--- src/rtl/vfield_gate_pkg.sv ---
package vfield_gate_pkg;
  typedef enum logic [1:0] {
    SEL_FIRST = 2'd0,
    SEL_LAST  = 2'd1,
    SEL_CTRL  = 2'd2,
    SEL_NONE  = 2'd3
  } reg_sel_e;

  localparam int CTRL_POL_BIT = 8;
endpackage

--- src/rtl/vfield_gate_regs.sv ---
module vfield_gate_regs
  import vfield_gate_pkg::*;
#(
  parameter int LINE_W = 10,
  parameter int RED_W  = 5,
  parameter int DATA_W = 16
) (
  input  logic              clk,
  input  logic              rst,
  input  logic              we_i,
  input  logic [1:0]        addr_i,
  input  logic [DATA_W-1:0] wdata_i,
  input  logic              fs_i,
  output logic [LINE_W-1:0] first_act_o,
  output logic [LINE_W-1:0] last_act_o,
  output logic [RED_W-1:0]  red_sh_o,
  output logic              pol_sh_o,
  output logic              restart_o
);
  logic [LINE_W-1:0] first_sh, last_sh;
  reg_sel_e sel;

  assign sel = reg_sel_e'(addr_i);

  always_ff @(posedge clk) begin
    if (rst) begin
      first_sh    <= LINE_W'(1);
      last_sh     <= '1;
      red_sh_o    <= '0;
      pol_sh_o    <= 1'b0;
      restart_o   <= 1'b0;
      first_act_o <= LINE_W'(1);
      last_act_o  <= '1;
    end else begin
      if (fs_i) begin
        first_act_o <= first_sh;
        last_act_o  <= last_sh;
        restart_o   <= 1'b0;
      end
      if (we_i) begin
        case (sel)
          SEL_FIRST: first_sh <= wdata_i[LINE_W-1:0];
          SEL_LAST:  last_sh  <= wdata_i[LINE_W-1:0];
          SEL_CTRL: begin
            red_sh_o  <= wdata_i[RED_W-1:0];
            pol_sh_o  <= wdata_i[CTRL_POL_BIT];
            restart_o <= 1'b1;
          end
          default: ;
        endcase
      end
    end
  end


  win_hold_chk: assert property (@(posedge clk) disable iff (rst)
    !fs_i |=> ($stable(first_act_o) && $stable(last_act_o)));
endmodule

--- src/rtl/vfield_gate_field.sv ---
module vfield_gate_field #(
  parameter int RED_W = 5
) (
  input  logic             clk,
  input  logic             rst,
  input  logic             fld_i,
  input  logic             pol_i,
  input  logic [RED_W-1:0] red_i,
  input  logic             restart_i,
  output logic             fs_o,
  output logic             keep_o,
  output logic             start_o,
  output logic             odd_o
);
  logic             fld_q;
  logic [RED_W-1:0] cnt, base;

  assign fs_o = fld_i ^ fld_q;
  assign base = restart_i ? '0 : cnt;

  always_ff @(posedge clk) begin
    if (rst) begin
      fld_q   <= 1'b0;
      cnt     <= '0;
      keep_o  <= 1'b0;
      start_o <= 1'b0;
      odd_o   <= 1'b0;
    end else begin
      fld_q   <= fld_i;
      start_o <= 1'b0;
      if (fs_o) begin
        keep_o  <= (base == '0);
        start_o <= (base == '0);
        odd_o   <= fld_i ^ pol_i;
        cnt     <= (base == red_i) ? '0 : base + RED_W'(1);
      end
    end
  end


  drop_cnt_range_chk: assert property (@(posedge clk) disable iff (rst)
    !restart_i |-> (cnt <= red_i));


  start_src_chk: assert property (@(posedge clk) disable iff (rst)
    start_o |-> ($past(fs_o) && keep_o));
endmodule

--- src/rtl/vfield_gate_lines.sv ---
module vfield_gate_lines #(
  parameter int LINE_W = 10
) (
  input  logic              clk,
  input  logic              rst,
  input  logic              fs_i,
  input  logic              line_i,
  input  logic              pix_i,
  input  logic              keep_i,
  input  logic [LINE_W-1:0] first_i,
  input  logic [LINE_W-1:0] last_i,
  output logic              act_o
);
  logic [LINE_W-1:0] line_cnt;
  logic              in_win;

  assign in_win = (line_cnt != '0) && (line_cnt >= first_i) && (line_cnt <= last_i);

  always_ff @(posedge clk) begin
    if (rst) begin
      line_cnt <= '0;
      act_o    <= 1'b0;
    end else begin
      if (fs_i)
        line_cnt <= line_i ? LINE_W'(1) : '0;
      else if (line_i && (line_cnt != '1))
        line_cnt <= line_cnt + LINE_W'(1);
      act_o <= pix_i && keep_i && in_win;
    end
  end


  no_line0_chk: assert property (@(posedge clk) disable iff (rst)
    act_o |-> ($past(line_cnt) != '0));


  needs_strobe_chk: assert property (@(posedge clk) disable iff (rst)
    act_o |-> $past(pix_i && keep_i));


  win_bound_chk: assert property (@(posedge clk) disable iff (rst)
    act_o |-> $past(first_i <= last_i));
endmodule

--- src/rtl/vfield_gate.sv ---
module vfield_gate #(
  parameter int LINE_W = 10,
  parameter int RED_W  = 5,
  parameter int DATA_W = 16
) (
  input  logic              clk,
  input  logic              rst,
  input  logic              fld_in,
  input  logic              line_stb,
  input  logic              pix_stb,
  input  logic              cfg_we,
  input  logic [1:0]        cfg_addr,
  input  logic [DATA_W-1:0] cfg_wdata,
  output logic              pix_act_o,
  output logic              fld_start_o,
  output logic              fld_odd_o
);
  logic              fs, keep, pol_sh, restart;
  logic [RED_W-1:0]  red_sh;
  logic [LINE_W-1:0] first_act, last_act;

  vfield_gate_regs #(.LINE_W(LINE_W), .RED_W(RED_W), .DATA_W(DATA_W)) u_regs (
    .clk(clk), .rst(rst), .we_i(cfg_we), .addr_i(cfg_addr), .wdata_i(cfg_wdata),
    .fs_i(fs), .first_act_o(first_act), .last_act_o(last_act),
    .red_sh_o(red_sh), .pol_sh_o(pol_sh), .restart_o(restart)
  );

  vfield_gate_field #(.RED_W(RED_W)) u_field (
    .clk(clk), .rst(rst), .fld_i(fld_in), .pol_i(pol_sh), .red_i(red_sh),
    .restart_i(restart), .fs_o(fs), .keep_o(keep), .start_o(fld_start_o),
    .odd_o(fld_odd_o)
  );

  vfield_gate_lines #(.LINE_W(LINE_W)) u_lines (
    .clk(clk), .rst(rst), .fs_i(fs), .line_i(line_stb), .pix_i(pix_stb),
    .keep_i(keep), .first_i(first_act), .last_i(last_act), .act_o(pix_act_o)
  );
endmodule

--- config.mk ---
export PLATFORM = sky130hd
export DESIGN_NAME = vfield_gate
export DESIGN_NICKNAME = d
export VERILOG_FILES = /design/src/rtl/vfield_gate_pkg.sv /design/src/rtl/vfield_gate_regs.sv /design/src/rtl/vfield_gate_field.sv /design/src/rtl/vfield_gate_lines.sv /design/src/rtl/vfield_gate.sv
export SDC_FILE = /design/constraint.sdc
export NUM_CORES = 1
export LEC_CHECK = 0
export ABC_CLOCK_PERIOD_IN_PS = 3280
export BUFFER_PORTS_ARGS = -buffer_cell sky130_fd_sc_hd__buf_2
export CAP_MARGIN = 20
export CORE_ASPECT_RATIO = 1.4
export CORE_MARGIN = 2
export CORE_UTILIZATION = 40
export CTS_CLUSTER_SIZE = 24
export DETAILED_ROUTE_END_ITERATION = 10
export HOLD_SLACK_MARGIN = 0.1
export SLEW_MARGIN = 10
export SYNTH_ARGS = -nofsm -noshare
export SYNTH_HDL_FRONTEND = slang
export SYNTH_SLANG_ARGS = --single-unit
--- constraint.sdc ---
create_clock -name clk -period 3.28 [get_ports clk]
set_input_delay 0.492 -clock clk [delete_from_list [all_inputs] [get_ports clk]]
set_output_delay 0.492 -clock clk [all_outputs]
set_load 0.005 [all_outputs]
* Word level (Yosys, flattened, before mapping)
Cells that the tools add are included. Widths: inputs -> output; s select.
Storage, ports and cells: word-level logic and storage cells 46, register bits 67, input bits 24, output and inout bits 3
Cells by class: bitwise gates (word level) 3, order comparisons 2, reduce and logical (&&, ||, !) cells 13, muxes and demuxes 8, add/sub/neg operators 2, eq/ne operators 4
Operator list (count):
- $mux 10 | 2
- $add 10x1->10 const B | 1
- $ge 10x10->1 | 1
- $le 10x10->1 | 1
- $mux 5 | 2
- $ne 10x10->1 const B | 1
- $reduce_bool 10->1 | 1
- $reduce_and 2->1 | 3
- $add 5x1->5 const B | 1
- $eq 5x5->1 | 1
- $logic_and 1x1->1 | 5
- $logic_not 5->1 | 1
- $mux 1 | 4
- $eq 2x1->1 const B | 1
- $eq 2x2->1 const B | 1
- $logic_not 2->1 | 1
- $reduce_bool 2->1 | 1
- $reduce_or 2->1 | 1
- $xor 1x1->1 | 2
- $not 1->1 | 1

* Logic depth before layout (Yosys ltp)
word-level depth 4, gate-level depth with buffers 8, mapped depth without buffers 8

* Hierarchy
From an unflattened synthesis, not the netlist that was laid out.
Unflattened totals: cells, all modules 392, area, all modules 3634.7 µm²
By module, submodules not included:
- vfield_gate_regs | cells an instance 180, seq. area each 940.9 µm², instances 1, area each 1854.3 µm²
- vfield_gate_lines | cells an instance 129, seq. area each 220.2 µm², instances 1, area each 1086.0 µm²
- vfield_gate_field | cells an instance 83, seq. area each 180.2 µm², instances 1, area each 694.4 µm²

* Least setup slack after synthesis
OpenSTA, ideal clock, no wires.
path type in2reg, start in fld_in, end reg u_field.cnt[3], setup time 0.074 ns, required time 3.206 ns, data arrival time 1.849 ns, path buffers 1, path slack 1.357 ns, stages 7, cells stage by stage nand2b_1 > and2_4 > buf_6 > or2_4 > a31oi_4 > or3b_1 > a31oi_1
On the way: cells in the longest elaborated chain, start to end 1
Ends and longest elaborated chain:
- from (decl) | RTL line vfield_gate.sv:8 | input logic fld_in,
- $xor 1x1->1 | RTL line vfield_gate_field.sv:18 | assign fs_o = fld_i ^ fld_q;
- to (signal assigned) | RTL line vfield_gate_field.sv:35 | cnt <= (base == red_i) ? '0 : base + RED_W'(1);
- to (decl) | RTL line vfield_gate_field.sv:16 | logic [RED_W-1:0] cnt, base;
Every way passes these cells. A chain may end at the register's enable or synchronous reset.

* Worst setup path after layout
start reg u_regs.restart_o, end reg u_field.cnt[3]
On the way: cells in the longest elaborated chain, start to end 3, elaborated cells between the ends (all ways) 4, classes of those cells add/sub: 1; eq/ne: 1; mux: 2
Ends and longest elaborated chain:
- from (decl) | RTL line vfield_gate_regs.sv:18 | output logic restart_o
- from (signal assigned) | RTL line vfield_gate_regs.sv:31 | restart_o <= 1'b0;
- from (signal assigned) | RTL line vfield_gate_regs.sv:38 | restart_o <= 1'b0;
- from (signal assigned) | RTL line vfield_gate_regs.sv:47 | restart_o <= 1'b1;
- $mux 5 * | RTL line vfield_gate_field.sv:19 | assign base = restart_i ? '0 : cnt;
- $add 5x1->5 or $eq 5x5->1 (tied branches) | RTL line vfield_gate_field.sv:35
- $mux 5 * | RTL line vfield_gate_field.sv:35
Mark *: on every way between the ends. The rest lies on a longest branch, timed or not.

==> flow_summary.toml <==
[synth]
yosys_most_used_dff = "dfxtp_1"
synth_top_area_cell = "dfxtp_1"
async_reset_ff_share_pct = 0
syn_inst = 357
syn_area_um2 = 3120
ys_seq_area_share_pct = 43.0
synthTopCellsByArea = "dfxtp_1, ha_1, mux2i_1, nor2_1, nand2_1"
post_synth.cell_area_avg_um2 = 8.74
yosysWarningCount = 0
syn_nets = 405
synth_cell_types = 45
synth_top_area_share_pct = 43.0
synth-edff-count = 0
ys_ff_latch = 67

[timing]
rsz0062_at_grt = "false"
finalClockSkew_ns = 0.00790
post-route-period-util_pct = 57.9
fmax_ghz = 0.527
max_slew_margin_pct = 35.3
setup_ws_ns = 1.38
hold_slack_ns = 0.374
worst_slew_pin_slew_ns = 0.969
maxSlewViolCount = 0
tns_ns = 0
setup_viol = 0
hold_viol = 0
fin_crit_ns = 1.90

[worst_setup_path]
r2r-start = "u_regs.restart_o"
cpPeakStageDelay_ns = 0.49
r2r-end = "u_field.cnt[3]"
cp-startpoint = "u_regs.restart_o"
crit_path_end = "u_field.cnt[3]"
end_kind = "register"
r2r_slack_ns = 1.38
cp_max_fo = 9
worstPathRequired_ns = 3.55
crit_chain = "inv_2, nand2_1, inv_2, nand3_1, o211ai_1, a31oi_4, or3b_1, a31oi_1"
cpMaxStageDelayCell = "dfxtp_1"
critical_path_class = "register to register"
critical_path_arrival_ns = 2.17
cp-start-kind = "register"
cpMostUsedCell = "inv_2"
r2r.worst_path.cells = 8

[final_layout]
final_cell_mix = "dfxtp_1, nor2_1, nand2_1, inv_1, ha_1"
mostFrequentLayoutCell = "dfxtp_1"
fin_area_um2 = 3440
final_nets = 424
final_util_pct = 44.9
final_cells = 477
layout-drive-gt1-share_pct = 10.3
diodes = 0
synthToLayoutAreaGrowth_pct = 10.3

[clocking]
clockRootBuffer = "clkbuf_8"
cts_hold_buf = 0
cts_tree = "yes"
clk_pin_slew_ns = 0.07
post_cts_resized = 0
clockBufferDepth = 2
clk_latency_ns = 0.35
cts_setup_buffers = 0
clock-sinks = 67
cts_inserted_buffers = 9
cts_max_level = 3

[global_routing]
grt_pass1_wl_um = 11400
grt_usage_pct = 17.6
grt-ovfl-total = 0
antenna_found_initial = 0
grt_start_max_net_pins = 36
grt_pass1_vias = 2402

[drt]
first_iter_violations = 76
drc = 0
vias = 2480
first_pass_iters = 5
wl_per_cell_um = 14.1
drt-vias-per-instance = 5.20
routed_wl_um = 6740
final_antenna_net_count = 0

[placed_design]
dpl.cell_count = 465
place_ws_ns = 1.14
dpl_cell_area_um2 = 3300
dpl.hpwl_um = 4800
numPortBuffers = 20
gp_congestion = 0.767

[hold_path]
hold_depth = 3
min_path_type = "input pin to register"

[pwr]
vdd_ir_drop_max_mv = 0.264
power_density_nw_per_um2 = 449
power.leakage_nw = 1.54
p_total_mw = 1.54

[job]
maxCapViolCount = 0

[die]
die_x_um = 78.6
coreArea_um2 = 7650
die_y_um = 108
rows = 38
start_util_pct = 40.7
dieArea_um2 = 8530
ios = 27

[run_status]
status = "finished, final reports clean"
-- metal layers --
metal	wire, um	up-vias	share of wire, %	GRT usage (%)
met5	0	-	0	0
li1	-	1264	-	-
met1	3090	1164	46	20.7
met3	233	11	3.5	4.09
met4	142	0	2.1	9.65
met2	3280	41	49	29.4
-- report_power, final --
| part | switching [mW] | leakage [nW] | internal, mW |
|---|---|---|---|
| sequential | 0.0174 | 0.545 | 0.841 |
| clock | 0.289 | 0.0710 | 0.257 |
| combinational | 0.0826 | 0.928 | 0.0574 |
-- registers in the layout, summed over array words and instances (netlist names), 5 cells and up --
| register | count |
|---|---|
| u_field.cnt | 5 |
| u_regs.last_act_o | 10 |
| u_lines.line_cnt | 10 |
| u_regs.red_sh_o | 5 |
| u_regs.first_sh | 10 |
| u_regs.first_act_o | 10 |
| u_regs.last_sh | 10 |
-- final cells by class --
type | count | area (um2)
multi-input cells | 250 | 1620
fillers | 762 | 4220
flip-flops and latches | 67 | 1340
clock inverters | 1 | 5.00
inverters | 26 | 97.6
repair buffers | 22 | 115
well taps | 100 | 125
clock buffers | 11 | 131
-- worst min path at each step --
stage	start	slack, ns	to
after floorplan	u_regs.first_sh[1]	0.42	u_regs.first_act_o[1]
after global placement	u_regs.first_sh[2]	0.44	u_regs.first_act_o[2]
after detailed placement	u_regs.first_sh[4]	0.44	u_regs.first_act_o[4]
after CTS	cfg_wdata[6]	0.36	u_regs.last_sh[6]
after global routing	cfg_wdata[6]	0.39	u_regs.last_sh[6]
final	cfg_wdata[6]	0.37	u_regs.last_sh[6]
-- synthesized netlist by cell type (2+ instances only) --
library cell   n
dfxtp_1       67
nor2_1        41
nand2_1       40
ha_1          24
inv_1         24
a21oi_1       20
o21ai_0       17
mux2i_1       16
nand3b_1      12
clkbuf_1      11
a21o_1         8
nand3_1        8
nand4_1        8
nand2b_1       5
nor2b_1        5
a211oi_1       4
or3_1          4
a31oi_1        3
nand4b_1       3
nor3_1         3
xnor2_1        3
xor2_1         3
a22o_1         2
a311oi_1       2
and3_1         2
inv_2          2
o22a_1         2
-- worst max-delay path: cells and delay by family, from the launching register on --
family                 cells  cell delay (ns)
AO/OA/AOI/OAI              3             0.59
buffers and inverters      2             0.18
flip-flops                 1             0.49
AND/OR/NAND/NOR            3             0.56
-- cells by family (layout without fill, tap and decap cells) --
family                     Yosys count  after routing  synth area share (%)
xor gates and xnor gates             6              6                  1.69
DFF                                 67             67                  43.0
buffers and inverters               40             60                  5.09
adders and majority gates           24             24                  9.63
and+or+nand+nor                    139            139                  22.1
AOI/OAI and AO/OA                   65             65                  13.3
muxes                               16             16                  5.13
Note: power is estimated with default switching activity, not from simulation.
